<file path="src/rtl/pci_iow_pkg.sv">
package pci_iow_pkg;
  localparam logic [3:0] CMD_IO_WRITE = 4'b0011;

  typedef enum logic [2:0] {
    ST_IDLE,
    ST_CLAIM,
    ST_DATA,
    ST_TERM,
    ST_MISS
  } bus_st_t;
endpackage

</file>
<file path="src/rtl/pci_iow_decode.sv">
module pci_iow_decode #(
  parameter int          AW       = 32,
  parameter int          WIN_BITS = 8,
  parameter logic [31:0] IO_BASE  = 32'h0000_1000,
  localparam int         HI_W     = AW - WIN_BITS
) (
  input  logic [HI_W-1:0] ad_hi,
  input  logic [3:0]      cmd,
  output logic            hit
);
  import pci_iow_pkg::*;

  localparam logic [HI_W-1:0] BASE_HI = IO_BASE[AW-1:WIN_BITS];

  always_comb begin
    hit = (cmd == CMD_IO_WRITE) && (ad_hi == BASE_HI);
  end
endmodule

</file>
<file path="src/rtl/pci_iow_bus_fsm.sv">
module pci_iow_bus_fsm #(
  parameter int AW = 32
) (
  input  logic          clk,
  input  logic          rst_n,
  input  logic          frame_n,
  input  logic          irdy_n,
  input  logic [AW-1:0] ad,
  input  logic          hit,
  input  logic          mode_delayed,
  input  logic          grant,
  output logic          devsel_n,
  output logic          trdy_n,
  output logic          stop_n,
  output logic          take,
  output logic [AW-1:0] cur_addr,
  output logic          cur_delayed
);
  import pci_iow_pkg::*;

  bus_st_t       st_q, st_d;
  logic          devsel_q, devsel_d;
  logic          trdy_q, trdy_d;
  logic          stop_q, stop_d;
  logic          addr_en;
  logic [AW-1:0] addr_q;
  logic          dly_q;

  always_comb begin
    st_d     = st_q;
    devsel_d = devsel_q;
    trdy_d   = trdy_q;
    stop_d   = stop_q;
    addr_en  = 1'b0;
    take     = 1'b0;
    case (st_q)
      ST_IDLE: if (!frame_n) begin
        addr_en = 1'b1;
        st_d    = hit ? ST_CLAIM : ST_MISS;
      end
      ST_CLAIM: begin
        devsel_d = 1'b0;
        st_d     = ST_DATA;
      end
      ST_DATA: if (!irdy_n) begin
        take   = 1'b1;
        stop_d = 1'b0;
        trdy_d = !grant;
        st_d   = ST_TERM;
      end
      ST_TERM: if (frame_n && !irdy_n) begin
        devsel_d = 1'b1;
        trdy_d   = 1'b1;
        stop_d   = 1'b1;
        st_d     = ST_IDLE;
      end
      ST_MISS: if (frame_n && irdy_n) st_d = ST_IDLE;
      default: st_d = ST_IDLE;
    endcase
  end

  always_ff @(posedge clk or negedge rst_n) begin
    if (!rst_n) begin
      st_q     <= ST_IDLE;
      devsel_q <= 1'b1;
      trdy_q   <= 1'b1;
      stop_q   <= 1'b1;
      addr_q   <= '0;
      dly_q    <= 1'b0;
    end else begin
      st_q     <= st_d;
      devsel_q <= devsel_d;
      trdy_q   <= trdy_d;
      stop_q   <= stop_d;
      if (addr_en) begin
        addr_q <= ad;
        dly_q  <= mode_delayed;
      end
    end
  end

  assign devsel_n    = devsel_q;
  assign trdy_n      = trdy_q;
  assign stop_n      = stop_q;
  assign cur_addr    = addr_q;
  assign cur_delayed = dly_q;

  // target ready is never offered without stop (no burst)
  p_disconnect_pair_r4: assert property (@(posedge clk) disable iff (!rst_n)
    !trdy_n |-> !stop_n);

  // claim appears two edges after the address edge
  p_medium_decode_r2: assert property (@(posedge clk) disable iff (!rst_n)
    $fell(devsel_n) |-> $past(!frame_n, 2));

  // release follows the final data-phase edge
  p_release_r10: assert property (@(posedge clk) disable iff (!rst_n)
    (!stop_n && frame_n && !irdy_n) |=> (devsel_n && trdy_n && stop_n));
endmodule

</file>
<file path="src/rtl/pci_iow_tracker.sv">
module pci_iow_tracker #(
  parameter int AW = 32,
  parameter int DW = 32,
  parameter int BW = DW / 8
) (
  input  logic          clk,
  input  logic          rst_n,
  input  logic          take,
  input  logic [AW-1:0] cur_addr,
  input  logic          cur_delayed,
  input  logic [DW-1:0] data,
  input  logic [BW-1:0] be_n,
  input  logic          app_done,
  output logic          grant,
  output logic          app_req,
  output logic [AW-1:0] app_addr,
  output logic [DW-1:0] app_data,
  output logic [BW-1:0] app_be
);
  logic          busy_q, busy_d;
  logic          pend_q, pend_d;
  logic [AW-1:0] addr_q;
  logic [DW-1:0] data_q;
  logic [BW-1:0] be_q;
  logic          match, load;

  always_comb begin
    match  = pend_q && (cur_addr == addr_q) && (data == data_q) && (~be_n == be_q);
    grant  = !busy_q && (pend_q ? match : !cur_delayed);
    load   = take && !busy_q && !pend_q;
    busy_d = busy_q;
    pend_d = pend_q;
    if (load) busy_d = 1'b1;
    else if (app_done) busy_d = 1'b0;
    if (load && cur_delayed) pend_d = 1'b1;
    else if (take && grant && pend_q) pend_d = 1'b0;
  end

  always_ff @(posedge clk or negedge rst_n) begin
    if (!rst_n) begin
      busy_q <= 1'b0;
      pend_q <= 1'b0;
      addr_q <= '0;
      data_q <= '0;
      be_q   <= '0;
    end else begin
      busy_q <= busy_d;
      pend_q <= pend_d;
      if (load) begin
        addr_q <= cur_addr;
        data_q <= data;
        be_q   <= ~be_n;
      end
    end
  end

  assign app_req  = busy_q;
  assign app_addr = addr_q;
  assign app_data = data_q;
  assign app_be   = be_q;

  // request and fields hold until done
  p_req_hold_r9: assert property (@(posedge clk) disable iff (!rst_n)
    (app_req && !app_done) |=> (app_req && $stable(app_addr) && $stable(app_data) && $stable(app_be)));

  // request drops after done
  p_req_drop_r9: assert property (@(posedge clk) disable iff (!rst_n)
    (app_req && app_done) |=> !app_req);
endmodule

</file>
<file path="src/rtl/pci_iow_target.sv">
module pci_iow_target #(
  parameter int          AW       = 32,
  parameter int          DW       = 32,
  parameter int          WIN_BITS = 8,
  parameter logic [31:0] IO_BASE  = 32'h0000_1000,
  localparam int         BW       = DW / 8
) (
  input  logic          clk,
  input  logic          rst_n,
  input  logic          frame_n,
  input  logic          irdy_n,
  input  logic [AW-1:0] ad,
  input  logic [BW-1:0] cbe_n,
  output logic          devsel_n,
  output logic          trdy_n,
  output logic          stop_n,
  input  logic          mode_delayed,
  output logic          app_req,
  output logic [AW-1:0] app_addr,
  output logic [DW-1:0] app_data,
  output logic [BW-1:0] app_be,
  input  logic          app_done
);
  logic          hit, grant, take, cur_delayed;
  logic [AW-1:0] cur_addr;

  pci_iow_decode #(.AW(AW), .WIN_BITS(WIN_BITS), .IO_BASE(IO_BASE)) u_dec (
    .ad_hi (ad[AW-1:WIN_BITS]),
    .cmd   (cbe_n),
    .hit   (hit)
  );

  pci_iow_bus_fsm #(.AW(AW)) u_fsm (
    .clk, .rst_n, .frame_n, .irdy_n, .ad, .hit, .mode_delayed, .grant,
    .devsel_n, .trdy_n, .stop_n, .take, .cur_addr, .cur_delayed
  );

  pci_iow_tracker #(.AW(AW), .DW(DW), .BW(BW)) u_trk (
    .clk, .rst_n, .take, .cur_addr, .cur_delayed,
    .data (ad[DW-1:0]), .be_n (cbe_n), .app_done,
    .grant, .app_req, .app_addr, .app_data, .app_be
  );

  // an access arriving while the application is busy is retried
  p_retry_busy_r6: assert property (@(posedge clk) disable iff (!rst_n)
    (take && app_req) |=> (trdy_n && !stop_n));
endmodule

</file>
<file path="config.mk">
export PLATFORM = sky130hd
export DESIGN_NAME = pci_iow_target
export DESIGN_NICKNAME = d
export VERILOG_FILES = /design/src/rtl/pci_iow_pkg.sv /design/src/rtl/pci_iow_decode.sv /design/src/rtl/pci_iow_bus_fsm.sv /design/src/rtl/pci_iow_tracker.sv /design/src/rtl/pci_iow_target.sv
export SDC_FILE = /design/constraint.sdc
export NUM_CORES = 1
export LEC_CHECK = 0
export ABC_CLOCK_PERIOD_IN_PS = 2000
export BUFFER_PORTS_ARGS = -buffer_cell sky130_fd_sc_hd__buf_2
export CORE_ASPECT_RATIO = 0.7
export CORE_MARGIN = 8
export CORE_UTILIZATION = 49
export DETAILED_ROUTE_END_ITERATION = 8
export PLACE_DENSITY = 0.76
export RECOVER_POWER = 25
export SKIP_LAST_GASP = 1
export SYNTH_ARGS = -nofsm -noshare
export SYNTH_HDL_FRONTEND = slang
export SYNTH_SLANG_ARGS = --single-unit
</file>
<file path="constraint.sdc">
create_clock -name clk -period 2 [get_ports clk]
set_input_delay 0.1 -clock clk [delete_from_list [all_inputs] [get_ports clk]]
set_output_delay 0.1 -clock clk [all_outputs]
set_load 0.005 [all_outputs]
</file>
; ---- After elaboration in Yosys (flattened, before gate mapping)
; Cells that the tools add are included.
[word_totals]
output_inout_bits = 72
inputBits = 42
wordCells = 71
reg_bits = 109
[op_classes]
n_eq_ne = 13
bitwise = 1
mux = 21
reduce_logical = 25
[op_table]
columns = cell, n
row1 = equality test 32 bit, 2
row2 = equality test 24 x 5 -> 1 bit (second input constant), 1
row3 = 2-to-1 mux 3 bit, 5
row4 = one-hot mux 3 bit (5 select lines), 1
row5 = logical AND 1 bit, 12
row6 = 2-to-1 mux 1 bit, 12
row7 = nonzero test 2 bit, 4
row8 = equality test 3 x 2 -> 1 bit (second input constant), 2
row9 = one-hot mux 1 bit (2 select lines), 3
row10 = zero test 1 bit, 5
row11 = equality test 4 x 2 -> 1 bit (second input constant), 1
row12 = equality test 4 bit, 1
row13 = inequality test 2 x 1 -> 1 bit (second input constant), 2
row14 = inequality test 2 bit (second input constant), 2
row15 = inverter 4 bit, 1
row16 = AND reduction 4 bit, 1
row17 = equality test 3 x 1 -> 1 bit (second input constant), 1
row18 = equality test 3 bit (second input constant), 1
row19 = zero test 3 bit, 1
row20 = AND reduction 3 bit, 1
row21 = AND reduction 2 bit, 1

; ---- Depth between registers and ports, before layout
[logic_depth]
depth_word = 10
ltp_mapped = 8
mapped_depth_nobuf = 5

; ---- Hierarchy
; From an unflattened synthesis, not the netlist that was laid out.
[unflattened]
hier_cells = 500
hier_area_um2 = 5029.8
[by_module_without_submodules]
columns = mod, instances, seq_area_each_um2, area_per_inst_um2, cells_per_inst
row1 = pci_iow_tracker, 1, 1751.7, 3392.0, 388
row2 = pci_iow_bus_fsm, 1, 979.7, 1562.7, 101
row3 = pci_iow_decode, 1, 0.0, 75.1, 11

; ---- Least setup slack after synthesis
; Ideal clock, no wire load.
[synth_timing]
path_kind = register -> register
start = register u_fsm.st_q[2]
end = register u_trk.data_q[10], in the netlist u_trk.app_data[10]
path_buffers = 3
setup_ps = 117
synth_period_minus_slack_ps = 1977
required_ps = 1883
path_slack_ps = 23
arrival_time_ps = 1860
path_stages_with_launch = 9
cell_sequence = dfrtp_1 buf_2 or3b_4 or3_4 or2_1 buf_6 buf_6 nand2_1 nand2_1
[synth_via]
elab_chain_cells = 4
[synth_rtl]
columns = element, line
row1 = "start, declared", pci_iow_bus_fsm.sv:21  ; bus_st_t st_q, st_d;
row2 = "start signal, assigned", pci_iow_bus_fsm.sv:71  ; st_q <= st_d;
row3 = equality test 3 x 2 -> 1 bit, pci_iow_bus_fsm.sv:36  ; case (st_q)
row4 = 2-to-1 mux 1 bit, pci_iow_bus_fsm.sv:36
row5 = logical AND 1 bit (2 in series), pci_iow_tracker.sv:30  ; load = take && !busy_q && !pend_q;
row6 = "end signal, assigned", pci_iow_tracker.sv:51  ; data_q <= data;
row7 = "end, declared", pci_iow_tracker.sv:23  ; logic [DW-1:0] data_q;
; Every way passes these cells.
; A chain may end at the register's enable or synchronous reset.

; ---- Worst setup path after layout
[layout_timing]
start = register u_fsm.st_q[2]
end = register u_trk.pend_q
[layout_via]
elab_chain_cells = 6
elab_cells_between_ends = 9
cone_classes = eq/ne: 1 / mux: 2 / reduce/logical: 6
[layout_rtl]
columns = element, line
row1 = equality test 3 x 2 -> 1 bit (*), pci_iow_bus_fsm.sv:36
row2 = 2-to-1 mux 1 bit (*), pci_iow_bus_fsm.sv:36
row3 = logical AND 1 bit (2 in series), pci_iow_tracker.sv:30
row4 = logical AND 1 bit, pci_iow_tracker.sv:35  ; if (load && cur_delayed) pend_d = 1'b1;
row5 = 2-to-1 mux 1 bit / nonzero test 2 bit (equally long branches), --
row6 = "end signal, assigned", pci_iow_tracker.sv:48  ; pend_q <= pend_d;
row7 = "end, declared", pci_iow_tracker.sv:21  ; logic pend_q, pend_d;
; Every way passes the cells marked *; elsewhere a longest branch is shown, timed or not.

==> results by stage <==
Finish:
- Registers take 2730 sq um.
- The area growth from synthesis to layout is 25.3%.
- The post-route netlist has approximately 29% of its cells at a drive strength greater than 1.
- The total area of multi-input combinational cells is 2160 sq um.
- The layout has 845 filler cells.
- The net count of the finished layout is 680.
- The number of antenna diodes in the final layout is 0.
- The post-route non-filler standard cell count is about 780.

Routing:
- For this run, design rule violations remaining after detail routing come to 0.
- Across all layers, the routed design uses 4106 vias.
- In the routed layout, each cell is associated on average with a via count of ~5.3.
- The number of nets with antenna violations after routing is 0.
- The aggregate routed wire length is 14100 microns.
- After the first detailed-routing iteration, the DRC count stood at ~360.
- The routed length per instance is between 15 and 20 microns.
- The detailed-router iteration count before antenna repair is 9.

Power:
- The post-layout total power is 8.34 mW.
- Summed over all cells, the static leakage comes to 3.26 nW.
- The highest ir drop seen on vdd is 0.000736 V.
- Power spread over the standard cell area amounts to 1320 nW/um^2.

Floorplan:
- In this run the horizontal extent of the chip is 137 microns.
- 114 I/O pins were placed.
- The initialized floorplan defines 31 standard-cell rows.
- The effective utilization at floorplan is 49.4%.
- In this run the vertical extent of the chip is 101 microns.
- The total core area is between 10000 and 15000 sq um.
- The total die area is 13800 sq um.

Hold path:
- The path class of the tightest hold or removal check is input pin to flip-flop.

CTS:
- The CTS tree is yes.
- The clock tree synthesis step divided the H-tree into 3 levels.
- Clock tree synthesis selected as its root buffer the cell clkbuf_16.
- Counting every sink on the clock net gives 109.
- The clock passes through at most 2 buffers.
- The latest clock arrival within the worst-skew pair is 0.35 ns.
- The clock buffer count from CTS is 9.
- After clock tree synthesis, the clock-pin slew on the worst setup and hold paths is 0.07 ns.

GRT:
- The most used routing layer in global routing is met2.
- Global routing consumed, on the met1 layer, 29.4% of the routing resources.
- In the global route stage, met3 resource usage came out at 6.42%.
- The remaining global-route overflow is 0.
- The met2 capacity usage during global routing is about a third.
- The via count of the first global-routing pass came to around 4200.
- The first global-routing pass estimated 22400 microns of wire.
- The total global routing track utilization is 21.4%.
- Entering global routing, the biggest net connects 44 pins.
- The number of antenna violations at the first check in global routing is 0.

Worst setup path:
- In this run the worst path has a maximum fanout of 4.
- The critical path goes through or3b_4, or3_4, buf_4, nor4_1, a21oi_1.
- The sort of element at the end of the critical path is a flip-flop.
- The total buffers and inverters traversed by the critical path is 1.
- The critical path's slowest cell is or3b_4.
- The worst setup path is launched from a flip-flop.
- Broken down by cell family, the worst path's largest delay share belongs to simple AND/OR/NAND/NOR gates.
- The delay of the slowest cell on the worst path is ~0.41 ns.
- The worst path arrival time is 2.15 ns.
- The critical path is of the flip-flop to flip-flop type.
- The data required time of the worst path is between 2 and 2.5 ns.

Synth:
- The share of async-settable or async-resettable flops after synthesis is 100%.
- The synthesized net count is ~540.
- The commonest cells after synthesis are nand2_1 (199), dfrtp_1 (106), xor2_1 (60).
- In this run, distinct cell masters in the synthesized netlist total 34.
- Yosys printed 0 warnings.
- The commonest register cell after synthesis is dfrtp_1.
- Ranked by total cell area, the synthesized netlist is headed by dfrtp_1 (53%), nand2_1 (15%), xor2_1 (10%), mux2_2 (7.2%), nor4_1 (2.6%).
- The average size of a mapped cell is 10.0 sq um.
- Sequential elements use a little over half of the synthesized area.
- In this run the cell area of the synthesized design comes to 5020 sq um.
- The number of synthesized register bits is 109.
- The instance count of the mapped netlist is between 500 and 600.
- The area share of the largest cell type after synthesis is 52.8%.
- The most instantiated library cell after synthesis is nand2_1.
- The largest total area in the synthesized netlist belongs to dfrtp_1.
- The number of flops mapped to enable cells by yosys is 0.

STA:
- The time the final worst path needs with I/O delays and setup is 1.93 ns.
- The number of setup violations in the final report is 0.
- Setup repair after global routing left no endpoint under its margin.
- The number of slew-limit violations in the final report is 0.
- The setup slack of the critical path after layout is 0.0689 ns.
- The final-layout worst hold slack is 0.000401 ns.
- The worst relative slew slack is 31.0%.
- The accumulated negative setup slack is 0 ns.
- The highest clock frequency the design can meet is 518 MHz.
- The share of the clock period used by the worst path is 96.6%.
- The setup skew after layout is 0.00598 ns.
- At the pin with the least slew margin, the transition time is 1.03 ns.
- The count of final hold-check violations is 0.

Placed design:
- The total of buffers placed on input and output ports is 113.
- The pre-CTS setup slack is 0.0221 ns.
- The HPWL after detailed placement is 10400 microns.
- The final weighted congestion of routability-driven global placement is 0.839.
- Counting tap cells, the placed design contains a total of roughly 740 instances.

Run status:
- The run finished with clean final reports.

Job:
- The max capacitance violation total is 0.
-- worst reg2reg max path, cell delays in order, from the launching register on --
cell and delay (ns):
dfrtp_1 0.38, or3b_4 0.41, or3_4 0.34, buf_4 0.16, nor4_1 0.39, a21oi_1 0.13
-- flip-flops by register name, summed over array words and instances, names as in the netlist --
signal	count
u_trk.pend_q	1
u_fsm.devsel_n	1
u_trk.app_req	1
u_fsm.trdy_n	1
u_fsm.cur_addr	32
u_trk.app_addr	32
u_trk.app_be	4
u_trk.app_data	32
u_fsm.st_q	3
u_fsm.cur_delayed	1
u_fsm.stop_n	1
-- cells by family (layout without fill, tap and decap cells) --
| logic type | after synthesis | count (layout) | synth area share (%) |
|---|---|---|---|
| AO/OA/AOI/OAI | 22 | 22 | 2.74 |
| AND/OR/NAND/NOR | 246 | 246 | 20.8 |
| buffers and inverters | 25 | 166 | 3.09 |
| multiplexers | 32 | 32 | 7.17 |
| XOR/XNOR | 68 | 68 | 11.9 |
| flip-flops | 109 | 109 | 54.4 |
-- power breakdown --
group          switching [mW]  internal (mW)
clock network           0.811           1.14
logic                    1.30           1.23
registers               0.828           3.03
total                    2.94           5.40
-- path summary, 6_finish.rpt --
check                                     endpoint                from  slack, ns  depth (start not counted)
worst max register to register        u_trk.pend_q       u_fsm.st_q[2]       0.07                          5
worst max-delay path                  u_trk.pend_q       u_fsm.st_q[2]       0.07                          5
min in group asynchronous       u_trk.app_data[15]               rst_n       0.19                          2
worst min register to register  u_trk.app_addr[16]  u_fsm.cur_addr[16]       0.51                          2
worst min-delay path             u_trk.app_data[9]               ad[9]     0.0004                          3
max in group asynchronous       u_fsm.cur_addr[18]               rst_n       0.54                          3
-- per-stage QoR --
stage | area (sq um) | util, %
global route | 6290 | 61.9
CTS | 6290 | 61.9
detailed placement | 5800 | 57.0
finish | 6290 | 61.9
floorplan | 5020 | -
global placement | 5800 | 57.0
-- layer usage --
| metal | share of wire [%] | vias up |
|---|---|---|
| li1 | - | 1903 |
| met1 | 44 | 2000 |
| met2 | 45 | 185 |
| met3 | 10 | 18 |
| met4 | 1.8 | 0 |
| met5 | 0 | - |
-- placed cells by master (no fill, tap or decap), types with 3 or more instances in the layout --
cell type      count
nand2_1          199
buf_2            112
dfrtp_1          106
xor2_1            60
mux2_2            32
nor4_1            19
dlygate4sd3_1     17
clkbuf_16          9
buf_4              9
xnor2_1            8
o21ai_0            7
a21oi_1            6
inv_1              5
nor2_1             5
nand4_1            4
nor3_1             3
buf_12             3
dfstp_2            3
-- layout make-up --
cell class | count | area share [%]
sequential | 109 | 43.4
multi-input combinational | 368 | 34.4
timing repair buffer | 145 | 14.1
clock buffer | 11 | 3.86
tap | 132 | 2.62
clock inverter | 5 | 1.31
inverter | 5 | 0.298
-- what timing repair did --
item / 4_1_cts / 5_1_grt
hold buffers: 17 / 0
endpoints found under the setup margin: 0 / 38
gates resized for setup: 0 / 5
hold endpoints to repair: 41 / 0
buffers inserted: 0 / 0
(Power assumes the default switching activity.)
